## src/rtl/bp_pkg.sv

```systemverilog
package bp_pkg;

  typedef enum logic {
    BR_NOT_TAKEN = 1'b0,
    BR_TAKEN     = 1'b1
  } br_dir_e;

  function automatic int unsigned hist_port_w(input int unsigned hist_bits);
    return (hist_bits > 0) ? hist_bits : 1;
  endfunction

endpackage

```

## src/rtl/bp_ghist.sv

```systemverilog
module bp_ghist #(
  parameter int unsigned HIST_BITS = 2
) (
  input  logic                                      clk,
  input  logic                                      rst_n,
  input  logic                                      shift_en,
  input  logic                                      shift_in,
  output logic [bp_pkg::hist_port_w(HIST_BITS)-1:0] hist
);

  generate
    if (HIST_BITS == 0) begin : g_none
      assign hist = '0;
    end else begin : g_sr
      logic [HIST_BITS-1:0] sr_q;

      always_ff @(posedge clk or negedge rst_n) begin
        if (!rst_n) begin
          sr_q <= '0;
        end else if (shift_en) begin
          sr_q <= (sr_q << 1) | HIST_BITS'(shift_in);
        end
      end

      assign hist = sr_q;

      AST_GHIST_NEW_BIT: assert property (@(posedge clk) disable iff (!rst_n)
        shift_en |=> (sr_q[0] == $past(shift_in)));

      AST_GHIST_IDLE_HOLD: assert property (@(posedge clk) disable iff (!rst_n)
        !shift_en |=> $stable(sr_q));

      if (HIST_BITS > 1) begin : g_multi
        AST_GHIST_SHIFTS_UP: assert property (@(posedge clk) disable iff (!rst_n)
          shift_en |=> (sr_q[HIST_BITS-1:1] == $past(sr_q[HIST_BITS-2:0])));
      end
    end
  endgenerate

endmodule

```

## src/rtl/bp_row_sel.sv

```systemverilog
module bp_row_sel #(
  parameter int unsigned PC_W      = 32,
  parameter int unsigned PC_LSB    = 2,
  parameter int unsigned ROW_BITS  = 4,
  parameter int unsigned HIST_BITS = 2
) (
  input  logic [PC_W-1:0]                           pc,
  input  logic [bp_pkg::hist_port_w(HIST_BITS)-1:0] hist,
  output logic [ROW_BITS+HIST_BITS-1:0]             idx
);

  logic [ROW_BITS-1:0] row;
  assign row = pc[PC_LSB +: ROW_BITS];

  generate
    if (HIST_BITS == 0) begin : g_addr_only
      logic unused_hist;
      assign unused_hist = ^hist;
      assign idx = row;
    end else begin : g_corr
      assign idx = {row, hist};
    end
  endgenerate

endmodule

```

## src/rtl/bp_ctr_table.sv

```systemverilog
module bp_ctr_table #(
  parameter int unsigned IDX_W = 6,
  parameter int unsigned CTR_W = 2
) (
  input  logic             clk,
  input  logic             rst_n,
  input  logic [IDX_W-1:0] rd_idx,
  output logic             rd_taken,
  input  logic             wr_en,
  input  logic [IDX_W-1:0] wr_idx,
  input  logic             wr_taken
);

  localparam int unsigned ENTRIES = 1 << IDX_W;
  localparam logic [CTR_W-1:0] CTR_MAX = '1;
  localparam logic [CTR_W-1:0] CTR_MIN = '0;

  logic [CTR_W-1:0] ctr_q [ENTRIES];
  logic [CTR_W-1:0] wr_old;
  logic [CTR_W-1:0] wr_new;

  assign wr_old = ctr_q[wr_idx];

  always_comb begin
    wr_new = wr_old;
    if (wr_taken) begin
      if (wr_old != CTR_MAX) wr_new = wr_old + 1'b1;
    end else begin
      if (wr_old != CTR_MIN) wr_new = wr_old - 1'b1;
    end
  end

  generate
    for (genvar e = 0; e < ENTRIES; e++) begin : g_ent
      always_ff @(posedge clk or negedge rst_n) begin
        if (!rst_n) begin
          ctr_q[e] <= CTR_MIN;
        end else if (wr_en && (wr_idx == IDX_W'(e))) begin
          ctr_q[e] <= wr_new;
        end
      end
    end
  endgenerate

  assign rd_taken = ctr_q[rd_idx][CTR_W-1];

  AST_CTR_STEP_UP: assert property (@(posedge clk) disable iff (!rst_n)
    (wr_en && wr_taken && (wr_old != CTR_MAX)) |=>
      (ctr_q[$past(wr_idx)] == $past(wr_old) + 1'b1));

  AST_CTR_HOLD_TOP: assert property (@(posedge clk) disable iff (!rst_n)
    (wr_en && wr_taken && (wr_old == CTR_MAX)) |=>
      (ctr_q[$past(wr_idx)] == CTR_MAX));

  AST_CTR_STEP_DOWN: assert property (@(posedge clk) disable iff (!rst_n)
    (wr_en && !wr_taken && (wr_old != CTR_MIN)) |=>
      (ctr_q[$past(wr_idx)] == $past(wr_old) - 1'b1));

  AST_CTR_HOLD_FLOOR: assert property (@(posedge clk) disable iff (!rst_n)
    (wr_en && !wr_taken && (wr_old == CTR_MIN)) |=>
      (ctr_q[$past(wr_idx)] == CTR_MIN));

endmodule

```

## src/rtl/corr_bp.sv

```systemverilog
module corr_bp #(
  parameter int unsigned PC_W      = 32,
  parameter int unsigned PC_LSB    = 2,
  parameter int unsigned ROW_BITS  = 4,
  parameter int unsigned HIST_BITS = 2,
  parameter int unsigned CTR_W     = 2
) (
  input  logic            clk,
  input  logic            rst_n,
  input  logic [PC_W-1:0] lkp_pc,
  output logic            lkp_taken,
  input  logic            upd_valid,
  input  logic [PC_W-1:0] upd_pc,
  input  logic            upd_taken
);

  localparam int unsigned IDX_W = ROW_BITS + HIST_BITS;
  localparam int unsigned HW    = bp_pkg::hist_port_w(HIST_BITS);

  bp_pkg::br_dir_e upd_dir;
  logic [HW-1:0]    ghist;
  logic [IDX_W-1:0] lkp_idx;
  logic [IDX_W-1:0] upd_idx;

  assign upd_dir = bp_pkg::br_dir_e'(upd_taken);

  bp_ghist #(.HIST_BITS(HIST_BITS)) u_ghist (
    .clk      (clk),
    .rst_n    (rst_n),
    .shift_en (upd_valid),
    .shift_in (upd_dir == bp_pkg::BR_TAKEN),
    .hist     (ghist)
  );

  bp_row_sel #(
    .PC_W(PC_W), .PC_LSB(PC_LSB), .ROW_BITS(ROW_BITS), .HIST_BITS(HIST_BITS)
  ) u_lkp_sel (
    .pc   (lkp_pc),
    .hist (ghist),
    .idx  (lkp_idx)
  );

  bp_row_sel #(
    .PC_W(PC_W), .PC_LSB(PC_LSB), .ROW_BITS(ROW_BITS), .HIST_BITS(HIST_BITS)
  ) u_upd_sel (
    .pc   (upd_pc),
    .hist (ghist),
    .idx  (upd_idx)
  );

  bp_ctr_table #(.IDX_W(IDX_W), .CTR_W(CTR_W)) u_table (
    .clk      (clk),
    .rst_n    (rst_n),
    .rd_idx   (lkp_idx),
    .rd_taken (lkp_taken),
    .wr_en    (upd_valid),
    .wr_idx   (upd_idx),
    .wr_taken (upd_dir == bp_pkg::BR_TAKEN)
  );

endmodule

```

## config.mk

```make
export PLATFORM = sky130hd
export DESIGN_NAME = corr_bp
export DESIGN_NICKNAME = d
export VERILOG_FILES = /design/src/rtl/bp_pkg.sv /design/src/rtl/bp_ghist.sv /design/src/rtl/bp_row_sel.sv /design/src/rtl/bp_ctr_table.sv /design/src/rtl/corr_bp.sv
export SDC_FILE = /design/constraint.sdc
export NUM_CORES = 1
export LEC_CHECK = 0
export ABC_AREA = 1
export BUFFER_PORTS_ARGS = -buffer_cell sky130_fd_sc_hd__buf_2
export CAP_MARGIN = 20
export CORE_UTILIZATION = 60
export DETAILED_ROUTE_END_ITERATION = 6
export PLACE_DENSITY_LB_ADDON = 0.05
export SYNTH_ARGS = -nofsm -noshare
export SYNTH_HDL_FRONTEND = slang
export SYNTH_SLANG_ARGS = --single-unit
export TNS_END_PERCENT = 50
```

## constraint.sdc

```tcl
create_clock -name clk -period 3.08 [get_ports clk]
set_input_delay 0.154 -clock clk [delete_from_list [all_inputs] [get_ports clk]]
set_output_delay 0.154 -clock clk [all_outputs]
set_load 0.02 [all_outputs]
```

==> summary.md <==
| Metric | Value |
|---|---|
| Seq/Total Area, Yosys | 46.0% |
| Actual slew at the worst max-slew pin | 761 ps |
| Leakage power | 0.00432 uW |
| Worst setup path startpoint | u_ghist.hist[1] |
| Crit path max fanout | 45 |
| Post-Place Setup Slack | ~300 ps |
| Fin crit period | 2870 ps |
| Met2 usage | a little over half |
| # rows | 39 |
| Mapped Cells | 1078 |
| Gr ovfl total | 0 |
| R2R Path Start | u_ghist.hist[1] |
| Status | completed |
| GPL Wtd Cong | 0.912 |
| Die area | 0.0122 mm2 |
| RSZ-0062 raised after global routing | no |
| Required time worst endpoint | 3450 ps |
| FF-to-FF setup slack | approximately 210 ps |
| Hold WC Path Type | input pin to register |
| Most frequent cells in the layout | nand2_1 (583), dfrtp_1 (130), nor2_1 (102) |
| Initial DRT Pass Iterations | 5 |
| Yosys top cell area share | 46.0% |
| Yosys cell types | 23 |
| Yosys top cell by area | dfrtp_1 |
| Total core area | about 0.011 mm2 |
| Vias in the first global route | between 6000 and 7000 |
| GR Layer Usage met3 | 7.30% |
| Initial antenna violation count | 0 |
| Insertion delay to the later sink of the worst-skew pair | 430 ps |
| Final #Nets | around 1200 |
| Worst setup SP type | register |
| Commonest non-fill, non-tap cell in the layout | nand2_1 |
| TritonCTS clock tree | built |
| H-tree levels | 4 |
| Starting density of the core | 61.6% |
| Cts bufs inserted | 17 |
| Vias | 6734 |
| WL final | between 15000 and 20000 um |
| Final setup TNS | 0 ps |
| Clk buf depth | 2 |
| WL/cell | between 15 and 20 um |
| Syn_nets | 1146 |
| Met1 usage | 48.0% |
| Syn avg cell area | ~6.6 um2 |
| Max Clock Freq | 349 MHz |
| Layer with the highest usage | met2 |
| Rel. slew slack | 49.2% |
| Worst Clk Skew | 7.07 ps |
| Critical path endpoint | u_table.ctr_q[8] |
| First-pass GRT wire length | ~32000 um |
| Die Wd | 111 um |
| Hpwl dp | 12700 um |
| Avg Vias per Cell | 5.40 |
| Port bufs | 12 |
| Power Dens Cells | about 630 mW/mm2 |
| Hold Path Cell Cnt | 2 |
| Kind of critical path | register to register |
| Tcrit/Tclk final | between 90 and 100% |
| Antenna diodes | 0 |
| Synth top area cells | dfrtp_1 (46%), nand2_1 (31%), nor2_1 (5.4%), inv_1 (5.4%), nand3_1 (5.2%) |
| Detail Route Antenna Nets | 0 |
| Crit path DAT | 3230 ps |
| Share of layout cells above drive strength 1 | 6.15% |
| Hold Startpoint | upd_valid |
| DR iter-0 viols | around 630 |
| Largest net degree at the start of global routing | 64 |
| Fin. Hold Viols | 0 |
| Clock slew seen by the registers of the worst setup and hold paths | 60 ps |
| Syn-to-layout area delta | 12.5% |
| Synth warnings | 0 |
| Chip height | 111 um |
| Final setup fails | 0 |
| GRT Util Overall | 34.5% |
| Synth Register Bits | 130 |
| Top-Level Pins | 69 |
| FF-to-FF End | u_table.ctr_q[8] |
| CTS sink cnt | 130 |
| Worst setup margin | 214 ps |
| Reg2reg path depth | 15 |
| Clock root buffer | clkbuf_16 |
| Worst VDD drop | 0.000620 V |
| Type of element capturing the critical path | register |
| Post-CTS setup repair buffer count | 0 |
| Max Cap Viol | 0 |
| Mapped cell area | 0.00707 mm2 |
| Drt drc | 0 |
| Fin. max-slew vios | 0 |
| Final hold slack | 7.22 ps |
[layer usage]
layer  part of all wire, %  vias up
met5                     0        -
met4                   2.4        0
met1                    45     3132
li1                      -     3285
met3                   8.0       47
met2                    45      270
[cells in the mapped netlist (all sizes together)]
master	n
clkinv	1
nor2	103
o22ai	2
o221ai	2
nand3	73
o211ai	2
o21bai	2
nand4	8
nor3	6
clkbuf	7
inv	102
buf	33
o21ai	17
dfrtp	130
nand2	585
a21oi	5
[worst min path at each step]
stage / to / slack, ps
floorplan: u_ghist.hist[0] / -140
global placement: u_table.ctr_q[118] / 140
detailed placement: u_table.ctr_q[118] / 140
CTS: u_ghist.hist[0] / 2
global route: u_ghist.hist[1] / 30
finish: u_ghist.hist[0] / 7
[per-stage QoR]
step	power [uW]	util, %	cells	area [um2]
floorplan	2500	-	1078	7070
global placement	2760	63.4	1214	7270
detailed placement	2770	63.4	1214	7270
CTS	5000	69.3	1248	7950
global route	5190	69.3	1248	7950
finish	5000	69.3	1248	7950
[worst max-delay path, cell delays in order, from the launching register on]
cell and delay, ps:
dfrtp_1 500, nand2_1 260, inv_1 230, buf_4 240, nand2_1 70, nand2_1 50
o21ai_0 250, nand2_1 150, o21ai_1 160, nand2_1 80, nor2_1 200, nand2_1 90
nand2_2 100, buf_12 240, nand2_1 110, nand2_1 70
[area by class of cell]
cell class | count | area, um2
clock buffer | 22 | 474
inverter | 103 | 387
tap | 143 | 179
fill | 1010 | 3520
timing repair buffer | 35 | 269
multi-input combinational | 805 | 3210
sequential | 130 | 3250
clock inverter | 10 | 179
[repair_timing]
item | in CTS | in global routing
endpoints found under the hold margin | 33 | 0
hold buffers | 2 | 0
setup endpoints to repair | 0 | 11
resized for setup | 0 | 1
[registers in the layout, indices dropped and copies added, names as in the netlist]
signal / count
u_ghist.hist: 2
u_table.ctr_q: 128
[cells by family (layout without fill, tap and decap cells)]
kind of cell,Yosys count,after routing,share of synthesized area [%]
and+or+nand+nor,775,775,42.9
AOI/OAI and AO/OA,30,30,2.41
buffers and inverters,143,170,8.62
DFF,130,130,46.0
[report_power, final]
| part | internal, uW | total, uW | switching, uW | leakage, uW |
|---|---|---|---|---|
| Sequential | 1890 | 2000 | 111 | 0.00177 |
| Combinational | 222 | 760 | 538 | 0.00222 |
| Clock | 1490 | 2240 | 745 | 0.000324 |
Power figures use the tool's default switching activity.
